### config.mk
export PLATFORM = sky130hd
export DESIGN_NAME = dram_reclk_seq
export DESIGN_NICKNAME = d
export VERILOG_FILES = /design/src/rtl/dram_reclk_pkg.sv /design/src/rtl/reclk_kind_decode.sv /design/src/rtl/reclk_wait_timer.sv /design/src/rtl/dram_reclk_seq.sv
export SDC_FILE = /design/constraint.sdc
export NUM_CORES = 1
export LEC_CHECK = 0
export CAP_MARGIN = 0
export CORE_MARGIN = 1.5
export CORE_UTILIZATION = 53
export DETAILED_ROUTE_END_ITERATION = 10
export GPL_ROUTABILITY_DRIVEN = 0
export PLACE_DENSITY = 0.85
export SLEW_MARGIN = 20
export SYNTH_ARGS = -nofsm -noshare
export SYNTH_HDL_FRONTEND = slang
export SYNTH_SLANG_ARGS = --single-unit
### constraint.sdc
create_clock -name clk -period 21.7 [get_ports clk]
set_input_delay 6.51 -clock clk [delete_from_list [all_inputs] [get_ports clk]]
set_output_delay 6.51 -clock clk [all_outputs]
set_load 0.005 [all_outputs]
### src/rtl/dram_reclk_pkg.sv
`timescale 1ns/1ps
// Shared opcode, memory-type and sequencer-state types of the reclocking sequencer.
package dram_reclk_pkg;

    typedef enum logic [3:0] {
        OP_PRECHG   = 4'd0,
        OP_REFRESH  = 4'd1,
        OP_AREF_OFF = 4'd2,
        OP_AREF_ON  = 4'd3,
        OP_SREF_ON  = 4'd4,
        OP_SREF_OFF = 4'd5,
        OP_MR_WRITE = 4'd6,
        OP_MR_READ  = 4'd7,
        OP_CLK_CHG  = 4'd8,
        OP_TIMING   = 4'd9
    } cmd_op_e;

    typedef enum logic [1:0] {
        MK_DDR2  = 2'd0,
        MK_DDR3  = 2'd1,
        MK_GDDR3 = 2'd2,
        MK_BAD   = 2'd3
    } mem_kind_e;

    typedef enum logic [5:0] {
        ST_IDLE, ST_RD2, ST_RD1, ST_RD0,
        ST_DOFF_PRE, ST_DOFF_MRS, ST_DOFF_W,
        ST_E_PRE, ST_E_REF1, ST_E_REF2, ST_E_AOFF, ST_E_SON, ST_E_W,
        ST_CLK, ST_X_W, ST_X_PRE, ST_X_SOFF, ST_X_AON, ST_X_W2,
        ST_M2, ST_M2W, ST_M1, ST_M1W, ST_M0, ST_M0W,
        ST_TIM, ST_R_SET, ST_R_SETW, ST_R_CLR, ST_R_CLRW, ST_R_LOCK,
        ST_G_PRE, ST_DONE
    } seq_state_e;

endpackage

### src/rtl/reclk_kind_decode.sv
`timescale 1ns/1ps
// Memory-type decode: maps the type code to its DLL-off mask, DLL lock time,
// whether MR2 is read back, and whether a trailing precharge follows the DLL reset.
// Assumes: code 3 is unsupported; purely combinational.
module reclk_kind_decode #(
    parameter int MR_W              = 16,
    parameter int NS_W              = 32,
    parameter int T_DLLK_DDR2_NS    = 2000,
    parameter int T_DLLK_DDR3_NS    = 12000,
    parameter int T_DLLK_GDDR3_NS   = 40000
) (
    input  logic [1:0]      kind_i,
    output logic            supported_o,
    output logic            reads_mr2_o,
    output logic            trail_pre_o,
    output logic [MR_W-1:0] dll_off_mask_o,
    output logic [NS_W-1:0] dllk_ns_o
);
    import dram_reclk_pkg::*;

    // Per-type constants selected by the code.
    always_comb begin
        supported_o    = 1'b1;
        reads_mr2_o    = 1'b0;
        trail_pre_o    = 1'b0;
        dll_off_mask_o = MR_W'(1);
        dllk_ns_o      = NS_W'(T_DLLK_DDR2_NS);
        case (mem_kind_e'(kind_i))
            MK_DDR2: ;
            MK_DDR3: begin
                reads_mr2_o = 1'b1;
                dllk_ns_o   = NS_W'(T_DLLK_DDR3_NS);
            end
            MK_GDDR3: begin
                trail_pre_o    = 1'b1;
                dll_off_mask_o = MR_W'(64);
                dllk_ns_o      = NS_W'(T_DLLK_GDDR3_NS);
            end
            default: supported_o = 1'b0;
        endcase
    end
endmodule

### src/rtl/reclk_wait_timer.sv
`timescale 1ns/1ps
// Wait timer: converts a nanosecond delay into clock cycles (rounded up,
// minimum one) and flags the last cycle of the wait.
// Assumes: load_i is high in the first cycle of a wait only; expired_o is
// combinational and marks the final cycle.
module reclk_wait_timer #(
    parameter int CLK_NS = 5,
    parameter int NS_W   = 32
) (
    input  logic            clk,
    input  logic            rst_n,
    input  logic            load_i,
    input  logic [NS_W-1:0] ns_i,
    output logic            expired_o
);
    localparam logic [NS_W-1:0] ONE     = NS_W'(1);
    localparam logic [NS_W-1:0] PERIOD  = NS_W'(CLK_NS);
    localparam logic [NS_W-1:0] ROUNDUP = NS_W'(CLK_NS - 1);

    logic [NS_W-1:0] need;
    logic [NS_W-1:0] cnt;

    // Cycle count for the requested delay, at least one.
    always_comb begin
        need = (ns_i == '0) ? ONE : (ns_i + ROUNDUP) / PERIOD;
    end

    // Last cycle: either a one-cycle wait just loaded, or the countdown reaching one.
    always_comb begin
        expired_o = load_i ? (need == ONE) : (cnt == ONE);
    end

    // Countdown of the remaining cycles.
    always_ff @(posedge clk) begin
        if (!rst_n)           cnt <= '0;
        else if (load_i)      cnt <= need - ONE;
        else if (cnt != '0)   cnt <= cnt - ONE;
    end
endmodule

### src/rtl/dram_reclk_seq.sv
`timescale 1ns/1ps
// Reclocking command sequencer: reads the current mode registers, optionally
// disables the DLL, brackets a clock change with self-refresh, rewrites changed
// mode registers, requests a timing update and optionally resets the DLL.
// Assumes: one command outstanding at a time; an acknowledge counts only after
// the strobe cycle; read data is valid together with its acknowledge.
module dram_reclk_seq #(
    parameter int MR_W             = 16,
    parameter int NS_W             = 32,
    parameter int CLK_NS           = 5,
    parameter int T_MRD_NS         = 1000,
    parameter int T_CKSRE_NS       = 0,
    parameter int T_CKSRX_NS       = 0,
    parameter int T_XS_NS          = 0,
    parameter int T_DLLK_DDR2_NS   = 2000,
    parameter int T_DLLK_DDR3_NS   = 12000,
    parameter int T_DLLK_GDDR3_NS  = 40000
) (
    input  logic            clk,
    input  logic            rst_n,
    input  logic            start_i,
    input  logic [1:0]      mem_kind_i,
    input  logic [MR_W-1:0] tgt_mr0_i,
    input  logic [MR_W-1:0] tgt_mr1_i,
    input  logic [MR_W-1:0] tgt_mr2_i,
    output logic            cmd_stb_o,
    output logic [3:0]      cmd_op_o,
    output logic [1:0]      cmd_mr_o,
    output logic [MR_W-1:0] cmd_data_o,
    input  logic            cmd_ack_i,
    input  logic [MR_W-1:0] rd_data_i,
    output logic            busy_o,
    output logic            done_o,
    output logic            err_o
);
    import dram_reclk_pkg::*;

    localparam logic [MR_W-1:0] DLL_RST = MR_W'(256);

    seq_state_e      state, succ;
    logic            issued, fail_q;
    logic [1:0]      kind_q, kind_sel;
    logic [MR_W-1:0] tgt0, tgt1, tgt2, cur0, cur1, cur2;
    logic            is_cmd, is_wait, step, expired;
    cmd_op_e         op;
    logic [1:0]      mr_idx;
    logic [MR_W-1:0] data;
    logic [NS_W-1:0] wait_ns;
    logic            supported, reads_mr2, trail_pre;
    logic [MR_W-1:0] dll_mask;
    logic [NS_W-1:0] dllk_ns;
    logic            dll_off_now, tgt_dll_on, d0, d1, d2;
    seq_state_e      after_x, after_m2, after_m1, after_lock;

    // Decode the incoming code while idle, the latched code otherwise.
    assign kind_sel = (state == ST_IDLE) ? mem_kind_i : kind_q;

    reclk_kind_decode #(
        .MR_W(MR_W), .NS_W(NS_W),
        .T_DLLK_DDR2_NS(T_DLLK_DDR2_NS), .T_DLLK_DDR3_NS(T_DLLK_DDR3_NS),
        .T_DLLK_GDDR3_NS(T_DLLK_GDDR3_NS)
    ) i_decode (
        .kind_i(kind_sel), .supported_o(supported), .reads_mr2_o(reads_mr2),
        .trail_pre_o(trail_pre), .dll_off_mask_o(dll_mask), .dllk_ns_o(dllk_ns)
    );

    reclk_wait_timer #(.CLK_NS(CLK_NS), .NS_W(NS_W)) i_timer (
        .clk(clk), .rst_n(rst_n), .load_i(is_wait && !issued),
        .ns_i(wait_ns), .expired_o(expired)
    );

    // Comparisons of current against target register state.
    always_comb begin
        dll_off_now = ((cur1 & dll_mask) == '0) && ((tgt1 & dll_mask) != '0);
        tgt_dll_on  = ((tgt1 & dll_mask) == '0);
        d2 = (cur2 != tgt2);
        d1 = (cur1 != tgt1);
        d0 = (cur0 != tgt0);
        after_m1   = d0 ? ST_M0 : ST_TIM;
        after_m2   = d1 ? ST_M1 : after_m1;
        after_x    = d2 ? ST_M2 : after_m2;
        after_lock = trail_pre ? ST_G_PRE : ST_DONE;
    end

    // Per-state command fields, wait length and successor.
    always_comb begin
        is_cmd = 1'b0; is_wait = 1'b0; op = OP_PRECHG; mr_idx = 2'd0;
        data = '0; wait_ns = NS_W'(T_MRD_NS); succ = ST_IDLE;
        case (state)
            ST_RD2:      begin is_cmd = 1'b1; op = OP_MR_READ; mr_idx = 2'd2; succ = ST_RD1; end
            ST_RD1:      begin is_cmd = 1'b1; op = OP_MR_READ; mr_idx = 2'd1; succ = ST_RD0; end
            ST_RD0:      begin is_cmd = 1'b1; op = OP_MR_READ;
                               succ = dll_off_now ? ST_DOFF_PRE : ST_E_PRE; end
            ST_DOFF_PRE: begin is_cmd = 1'b1; succ = ST_DOFF_MRS; end
            ST_DOFF_MRS: begin is_cmd = 1'b1; op = OP_MR_WRITE; mr_idx = 2'd1;
                               data = cur1 | dll_mask; succ = ST_DOFF_W; end
            ST_DOFF_W:   begin is_wait = 1'b1; succ = ST_E_PRE; end
            ST_E_PRE:    begin is_cmd = 1'b1; succ = ST_E_REF1; end
            ST_E_REF1:   begin is_cmd = 1'b1; op = OP_REFRESH; succ = ST_E_REF2; end
            ST_E_REF2:   begin is_cmd = 1'b1; op = OP_REFRESH; succ = ST_E_AOFF; end
            ST_E_AOFF:   begin is_cmd = 1'b1; op = OP_AREF_OFF; succ = ST_E_SON; end
            ST_E_SON:    begin is_cmd = 1'b1; op = OP_SREF_ON; succ = ST_E_W; end
            ST_E_W:      begin is_wait = 1'b1; wait_ns = NS_W'(T_CKSRE_NS); succ = ST_CLK; end
            ST_CLK:      begin is_cmd = 1'b1; op = OP_CLK_CHG; succ = ST_X_W; end
            ST_X_W:      begin is_wait = 1'b1; wait_ns = NS_W'(T_CKSRX_NS); succ = ST_X_PRE; end
            ST_X_PRE:    begin is_cmd = 1'b1; succ = ST_X_SOFF; end
            ST_X_SOFF:   begin is_cmd = 1'b1; op = OP_SREF_OFF; succ = ST_X_AON; end
            ST_X_AON:    begin is_cmd = 1'b1; op = OP_AREF_ON; succ = ST_X_W2; end
            ST_X_W2:     begin is_wait = 1'b1; wait_ns = NS_W'(T_XS_NS); succ = after_x; end
            ST_M2:       begin is_cmd = 1'b1; op = OP_MR_WRITE; mr_idx = 2'd2; data = tgt2; succ = ST_M2W; end
            ST_M2W:      begin is_wait = 1'b1; succ = after_m2; end
            ST_M1:       begin is_cmd = 1'b1; op = OP_MR_WRITE; mr_idx = 2'd1; data = tgt1; succ = ST_M1W; end
            ST_M1W:      begin is_wait = 1'b1; succ = after_m1; end
            ST_M0:       begin is_cmd = 1'b1; op = OP_MR_WRITE; data = tgt0; succ = ST_M0W; end
            ST_M0W:      begin is_wait = 1'b1; succ = ST_TIM; end
            ST_TIM:      begin is_cmd = 1'b1; op = OP_TIMING;
                               succ = tgt_dll_on ? ST_R_SET : ST_DONE; end
            ST_R_SET:    begin is_cmd = 1'b1; op = OP_MR_WRITE; data = tgt0 | DLL_RST; succ = ST_R_SETW; end
            ST_R_SETW:   begin is_wait = 1'b1; succ = ST_R_CLR; end
            ST_R_CLR:    begin is_cmd = 1'b1; op = OP_MR_WRITE; data = tgt0 & ~DLL_RST; succ = ST_R_CLRW; end
            ST_R_CLRW:   begin is_wait = 1'b1; succ = ST_R_LOCK; end
            ST_R_LOCK:   begin is_wait = 1'b1; wait_ns = dllk_ns; succ = after_lock; end
            ST_G_PRE:    begin is_cmd = 1'b1; succ = ST_DONE; end
            default:     ;
        endcase
    end

    // A step ends on an acknowledge after the strobe, or on the timer's last cycle.
    assign step = (is_cmd && issued && cmd_ack_i) || (is_wait && expired);

    // Sequencer state, latched request and captured mode registers.
    always_ff @(posedge clk) begin
        if (!rst_n) begin
            state <= ST_IDLE; issued <= 1'b0; fail_q <= 1'b0; kind_q <= 2'd0;
            tgt0 <= '0; tgt1 <= '0; tgt2 <= '0; cur0 <= '0; cur1 <= '0; cur2 <= '0;
        end else if (state == ST_IDLE) begin
            issued <= 1'b0;
            if (start_i) begin
                kind_q <= mem_kind_i;
                tgt0 <= tgt_mr0_i; tgt1 <= tgt_mr1_i; tgt2 <= tgt_mr2_i;
                cur2 <= tgt_mr2_i;
                fail_q <= !supported;
                state  <= !supported ? ST_DONE : (reads_mr2 ? ST_RD2 : ST_RD1);
            end
        end else if (state == ST_DONE) begin
            state <= ST_IDLE;
        end else begin
            if (step) begin
                state  <= succ;
                issued <= 1'b0;
            end else begin
                issued <= 1'b1;
            end
            if (is_cmd && issued && cmd_ack_i) begin
                if (state == ST_RD2) cur2 <= rd_data_i;
                if (state == ST_RD1) cur1 <= rd_data_i;
                if (state == ST_RD0) cur0 <= rd_data_i;
            end
        end
    end

    // Command port and status outputs.
    assign cmd_stb_o  = is_cmd && !issued;
    assign cmd_op_o   = op;
    assign cmd_mr_o   = mr_idx;
    assign cmd_data_o = data;
    assign busy_o     = (state != ST_IDLE);
    assign done_o     = (state == ST_DONE);
    assign err_o      = (state == ST_DONE) && fail_q;
endmodule

==> results of run 1 <==
## flip-flops by register name, summed over array words and instances, names as in the netlist, 2 cells and up
signal and cells:
kind_q 2, i_timer.cnt 32, cur1 16, state 6, cur0 16, tgt0 16
tgt1 16, tgt2 16, cur2 16
## routing by layer
metal  part of all wire [%]  routed length, um
met5                      0                  0
met4                    3.2                833
met3                    8.9               2310
met2                     46              12000
met1                     42              10800
## worst min-delay path, cell delays in order (launching register included)
cell,delay (ps)
dfxtp_1,310
nand2_1,50
a21oi_1,50
## synthesized netlist by cell type, drive strengths merged (16+ instances only)
cell type	count	area share, %
nor4	31	2.2
inv	18	0.76
clkbuf	57	2.4
a21boi	46	3.9
a21oi	47	2.8
a311oi	18	1.8
nand3	19	1.1
nand2	224	9.5
nor3	25	1.4
buf	16	0.92
nor2	110	4.7
o21ai	38	2.3
xor2	46	4.5
mux2i	38	4.3
a211oi	18	1.6
nor2b	29	2.0
xnor2	40	3.9
dfxtp	138	31
## power groups by stage
| stage | logic (mW) | clock network, mW | registers, mW |
|---|---|---|---|
| after floorplan | 0.643 | 0 | 0.367 |
| after global placement | 0.807 | 0 | 0.387 |
| after detailed placement | 0.826 | 0 | 0.390 |
| after CTS | 0.835 | 0.273 | 0.386 |
| after global routing | 0.934 | 0.283 | 0.397 |
| final | 0.846 | 0.272 | 0.389 |
## area by class of cell
cell class	count	area, sq um
repair buffers	108	1040
clock buffers	20	447
flip-flops and latches	138	2760
multi-input cells	915	5780
clock inverters	11	98.8
inverters	18	67.6
fillers	1395	5990
well taps	220	275
## worst min-delay path by stage
| stage | cells after the start | end |
|---|---|---|
| 3_3_place_gp | 2 | kind_q[0]$_SDFFE_PN0P_ |
| 2_1_floorplan | 2 | fail_q$_SDFFE_PN0P_ |
| 5_1_grt | 2 | kind_q[0]$_SDFFE_PN0P_ |
| 4_1_cts | 2 | kind_q[0]$_SDFFE_PN0P_ |
| 6_report | 2 | kind_q[0]$_SDFFE_PN0P_ |
| 3_5_place_dp | 2 | kind_q[0]$_SDFFE_PN0P_ |
## cell families (layout without fill, tap and decap cells)
| kind of cell | after synthesis | count (layout) |
|---|---|---|
| adder cells (fa/ha/maj) | 14 | 14 |
| XOR/XNOR | 86 | 86 |
| flip-flops | 138 | 138 |
| AND/OR/NAND/NOR | 507 | 507 |
| multiplexers | 41 | 41 |
| other | 1 | 2 |
| buffers and inverters | 91 | 157 |
| AO/OA/AOI/OAI | 265 | 265 |
## placed cells by master, fill, tap and decap left out, drive strengths merged, types with 7 or more instances in the layout
cell type / instances
a222oi: 14
nor4: 31
nand4: 12
dfxtp: 138
nor2: 110
mux2i: 38
clkbuf: 20
o211ai: 9
a21oi: 47
clkdlybuf4s50: 94
a31oi: 9
clkinv: 9
nor2b: 29
o21ai: 38
nor3: 25
a211oi: 18
nand3: 19
a21boi: 46
nand2: 224
ha: 14
xnor2: 40
and3: 7
buf: 14
nand2b: 9
a311oi: 18
o21a: 8
xor2: 46
and2: 9
inv: 19
==> impl_metrics.py, run 1 <==
metrics = {
    "grt": {
        "grt_use_total_pct": 29.9,
        "use_met1_pct": 39.4,
        "grt_use_met2_pct": 48.4,
        "grt_use_met3_pct": 5.77,
        "grt_pass1_wl_um": 42400,
        "grt_start_max_net_pins": 75,
        "first_global_vias": 8235,
        "gr-total-overflow": 0,
        "antenna_found_initial": 0,
        "busiest_layer": "met2",
    },
    "hold_path": {
        "min_from": "kind_q[0]$_SDFFE_PN0P_",
        "hold_class": "reg2reg",
    },
    "synth": {
        "synth_cell_types": 85,
        "syn_inst": 1143,
        "syn_area_sq_mm": 0.00887,
        "syn_avg_cell_area_sq_um": 7.76,
        "synthXorXnorAreaFrac_pct": 8.49,
        "synthSimpleGateAreaFrac_pct": 26.4,
        "synthAdderAreaFrac_pct": 1.97,
        "synth_edf_count": 0,
        "synth_top_family_by_area": "simple AND/OR/NAND/NOR gates",
        "synth_compound_area_share_pct": 23.1,
        "ys_ff_latch": 138,
        "ys.flop_type": "dfxtp_1",
        "async_flop_share_pct": 0,
        "ys_warn_count": 0,
        "synthMuxAreaShare_pct": 4.71,
        "ys_seq_area_share_pct": 31.1,
    },
    "layout": {
        "drive_above_1_share_pct": 6.86,
        "antennaDiodeCount": 0,
        "areaGrowthSynthToFinish_pct": 18.1,
        "final_cells": 1430,
        "stdcell_area_sq_mm": 0.0105,
        "nNetsFinal": 1282,
        "utilization_pct": 63.6,
    },
    "critical_path": {
        "path_depth": 36,
        "crit_fanout": 22,
        "slowest_delay_ps": 720,
        "ff2ff_path_depth": 39,
        "r2r-end": "i_timer.cnt[6]$_SDFFE_PN0P_",
        "critPathLaunchType": "primary input",
        "path_common_cell": "ha_1",
        "timing.rr.start": "state[5]$_SDFFE_PN0P_",
        "cp-endpoint": "i_timer.cnt[6]$_SDFFE_PN0P_",
        "slowest_stage": "ha_1",
        "timing_worst_setup_path_type": "in2reg",
        "worstPathRequired_ps": 22010,
        "r2r_setup_slack_ps": 10430,
        "cp_top_family": "compound AO/OA/AOI/OAI gates",
        "cp.arrival_ps": 16690,
        "endpoint_kind": "register",
        "path_buf_inv": 3,
        "critPathLaunch": "mem_kind_i[0]",
    },
    "placement": {
        "dpl.hpwl_um": 18300,
        "numPortBuffers": 95,
        "pre_cts_ws_ps": 5040,
        "dpl-instance-area_sq_mm": 0.00993,
        "numPlacedInstances": 1399,
    },
    "power": {
        "p_leak_nw": 4.00,
        "switching_share_pct": 46.4,
        "powerDensity_mw_per_mm2": 144,
        "pwr-share-comb_pct": 56.2,
        "p_int_uw": 808,
        "p_sw_uw": 700,
        "pwr-share-clk_pct": 18.1,
        "p_total_mw": 1.51,
        "peakVddDrop_uv": 83.4,
        "power_frac_seq_pct": 25.8,
    },
    "routing": {
        "final_antenna_net_count": 0,
        "drtIter0Drc": 1490,
        "first_pass_iters": 7,
        "viasPerCell": 6.22,
        "wire_per_inst_um": 18.2,
        "dr_total_vias": 8889,
        "wl_um": 26000,
        "drc": 0,
    },
    "cts": {
        "cts-resized-gates": 0,
        "path_clk_slew_ps": 60,
        "cts_buffers": 17,
        "cts_hold_buf": 0,
        "cts_max_path_buffers": 2,
        "post-cts-setup-buffer-count": 0,
        "htreeDepth": 4,
        "cts_tree": "yes",
        "cts.sinks": 138,
        "clk_latency_ps": 420,
        "cts_root_buffer": "clkbuf_16",
    },
    "timing": {
        "rsz0062_at_grt": "false",
        "clock.fmax_mhz": 61.1,
        "slew_headroom_pct": 24.1,
        "finalSetupTns_ps": 0,
        "setup_viol": 0,
        "fin_crit_ps": 16370,
        "tightestPinTransition_ps": 1130,
        "fin_hold_ws_ps": 456,
        "skew_ps": 9.48,
        "fin_crit_sh_pct": 75.4,
        "setup_ws_ps": 5330,
        "final_max_slew_viol_count": 0,
        "finalHoldViolations": 0,
    },
    "run": {
        "cap_violations": 0,
    },
    "die": {
        "dieArea_sq_mm": 0.0175,
        "start_util_pct": 53.9,
        "ios": 96,
        "die_w_um": 132,
        "coreArea_sq_mm": 0.0165,
        "std_cell_rows": 47,
        "die_height_um": 132,
    },
    "run_status": {
        "outcome": "finished, final reports clean",
    },
}
Note: power is estimated with default switching activity, not from simulation.
==> run 2: changes to the inputs <==
Clock period 21.7 ns to 15.1 ns, I/O delays scaled along.
==> impl_metrics.py, run 2 (synthesis gave the netlist of run 1 again) <==
metrics = {
    "run_status": {
        "outcome": "finished, final reports clean",
    },
    "timing": {
        "fin_crit_sh_pct": 92.4,
        "slew_headroom_pct": 20.9,
        "setup_ws_ps": 1150,
        "clock.fmax_mhz": 71.7,
        "skew_ps": 11.1,
        "fin_crit_ps": 13950,
        "setup_viol": 0,
        "finalSetupTns_ps": 0,
        "tightestPinTransition_ps": 1180,
        "final_max_slew_viol_count": 0,
        "rsz0062_at_grt": "false",
        "finalHoldViolations": 0,
    },
    "cts": {
        "path_clk_slew_ps": 60,
        "cts_hold_buf": 0,
        "htreeDepth": 4,
        "clk_latency_ps": 420,
        "cts.sinks": 138,
        "cts_tree": "yes",
        "cts_buffers": 17,
        "cts-resized-gates": 0,
        "post-cts-setup-buffer-count": 0,
        "cts_root_buffer": "clkbuf_16",
        "cts_max_path_buffers": 2,
    },
    "die": {
        "die_w_um": 132,
        "coreArea_sq_mm": 0.0165,
        "dieArea_sq_mm": 0.0175,
        "die_height_um": 132,
        "ios": 96,
        "start_util_pct": 53.9,
        "std_cell_rows": 47,
    },
    "layout": {
        "drive_above_1_share_pct": 7.01,
        "final_common_cell": "nand2_1",
        "areaGrowthSynthToFinish_pct": 18.2,
        "top_register": "i_timer.cnt",
        "largest_reg_flops": 32,
        "fillers": 1380,
        "mostFrequentLayoutCells": "nand2_1 (223), dfxtp_1 (138), nor2_1 (107), clkdlybuf4s50_1 (94)",
        "nNetsFinal": 1283,
        "antennaDiodeCount": 0,
    },
    "routing": {
        "wl_um": 26000,
        "dr_total_vias": 8943,
        "drtIter0Drc": 1132,
        "final_antenna_net_count": 0,
        "first_pass_iters": 7,
        "drc": 0,
        "viasPerCell": 6.25,
        "wire_per_inst_um": 18.2,
    },
    "hold_path": {
        "hold_class": "reg2reg",
        "min_delay_path_depth": 2,
    },
    "grt": {
        "antenna_found_initial": 0,
        "grt_pass1_wl_um": 41800,
        "gr-total-overflow": 0,
        "grt_use_total_pct": 29.5,
        "first_global_vias": 8153,
        "grt_start_max_net_pins": 75,
    },
    "power": {
        "p_int_mw": 1.16,
        "switching_share_pct": 46.5,
        "p_sw_mw": 1.01,
        "power_frac_seq_pct": 25.9,
        "pwr-share-clk_pct": 18.1,
        "p_total_mw": 2.16,
        "peakVddDrop_uv": 114,
        "powerDensity_mw_per_mm2": 206,
        "p_leak_nw": 3.99,
        "pwr-share-comb_pct": 56.0,
    },
    "critical_path": {
        "path_common_cell": "ha_1",
        "timing.rr.start": "state[5]$_SDFFE_PN0P_",
        "slowest_stage": "clkdlybuf4s50_1",
        "timing_worst_setup_path_type": "in2reg",
        "r2r-end": "i_timer.cnt[6]$_SDFFE_PN0P_",
        "critPathLaunchType": "primary input",
        "crit_fanout": 22,
        "r2r_setup_slack_ps": 4210,
        "path_buf_inv": 4,
        "path_depth": 37,
        "ff2ff_path_depth": 40,
        "cp_top_family": "compound AO/OA/AOI/OAI gates",
        "slowest_delay_ps": 480,
        "endpoint_kind": "register",
        "worstPathRequired_ps": 15410,
        "critPathLaunch": "mem_kind_i[0]",
        "cp-endpoint": "i_timer.cnt[6]$_SDFFE_PN0P_",
        "cp.arrival_ps": 14260,
    },
    "placement": {
        "numPortBuffers": 95,
        "dpl.hpwl_um": 18300,
        "pre_cts_ws_ps": 869,
    },
    "run": {
        "cap_violations": 0,
    },
}
## run 2: cell types whose count changed in the layout (fill, tap and decap cells not counted)
cell,delta
clkinv_2,-1
nor2b_2,-1
clkbuf_8,-1
nor2b_1,+1
clkbuf_1,-1
clkinv_4,-2
buf_4,+1
clkinvlp_4,+4
inv_6,+2
## run 2: worst register-to-register path, delay by kind of cell (launching register included)
| kind | cells | cell delay, ps |
|---|---|---|
| buffers and inverters | 4 | 640 |
| AO/OA/AOI/OAI | 15 | 4320 |
| AND/OR/NAND/NOR | 13 | 2870 |
| adder cells (fa/ha/maj) | 7 | 1730 |
| multiplexers | 1 | 350 |
| flip-flops | 1 | 830 |
## run 2: worst min path at each step
stage / startpoint / to / slack [ps]
final: kind_q[0]$_SDFFE_PN0P_ / kind_q[0]$_SDFFE_PN0P_ / 460
after global routing: kind_q[0]$_SDFFE_PN0P_ / kind_q[0]$_SDFFE_PN0P_ / 480
after CTS: kind_q[0]$_SDFFE_PN0P_ / kind_q[0]$_SDFFE_PN0P_ / 460
after global placement: kind_q[0]$_SDFFE_PN0P_ / kind_q[0]$_SDFFE_PN0P_ / 440
after floorplan: fail_q$_SDFFE_PN0P_ / fail_q$_SDFFE_PN0P_ / 430
after detailed placement: kind_q[0]$_SDFFE_PN0P_ / kind_q[0]$_SDFFE_PN0P_ / 450
## run 2: power groups by stage
stage / combinational, mW / clock [mW] / sequential, mW
2_1_floorplan: 0.924 / 0 / 0.527
3_3_place_gp: 1.16 / 0 / 0.557
3_5_place_dp: 1.18 / 0 / 0.560
4_1_cts: 1.19 / 0.394 / 0.555
5_1_grt: 1.34 / 0.409 / 0.569
6_report: 1.21 / 0.392 / 0.559
## run 2: area by class of cell
type / count / area (sq um) / share of cell area, %
Clock buffer: 18 / 429 / 4.09
Clock inverter: 14 / 124 / 1.18
Inverter: 18 / 67.6 / 0.644
Multi-Input combinational cell: 915 / 5780 / 55.1
Sequential cell: 138 / 2760 / 26.3
Tap cell: 220 / 275 / 2.62
Timing Repair Buffer: 109 / 1050 / 10.0
## run 2: through the flow
stage          util (%)  instances  area, sq um  hold slack, ps
6_report           63.7       1432        10500             458
5_1_grt            63.7       1432        10500             482
4_1_cts            63.7       1432        10500             458
3_5_place_dp       60.3       1400         9930             450
3_3_place_gp       60.3       1400         9930             443
2_1_floorplan         -       1144         8870             432
## run 2: layer usage
metal,vias up,track usage [%],wire length [um]
met2,473,46.5,12000
li1,4182,-,-
met3,84,5.50,2200
met1,4204,39.5,10900
met4,0,12.7,1000
met5,-,0,0
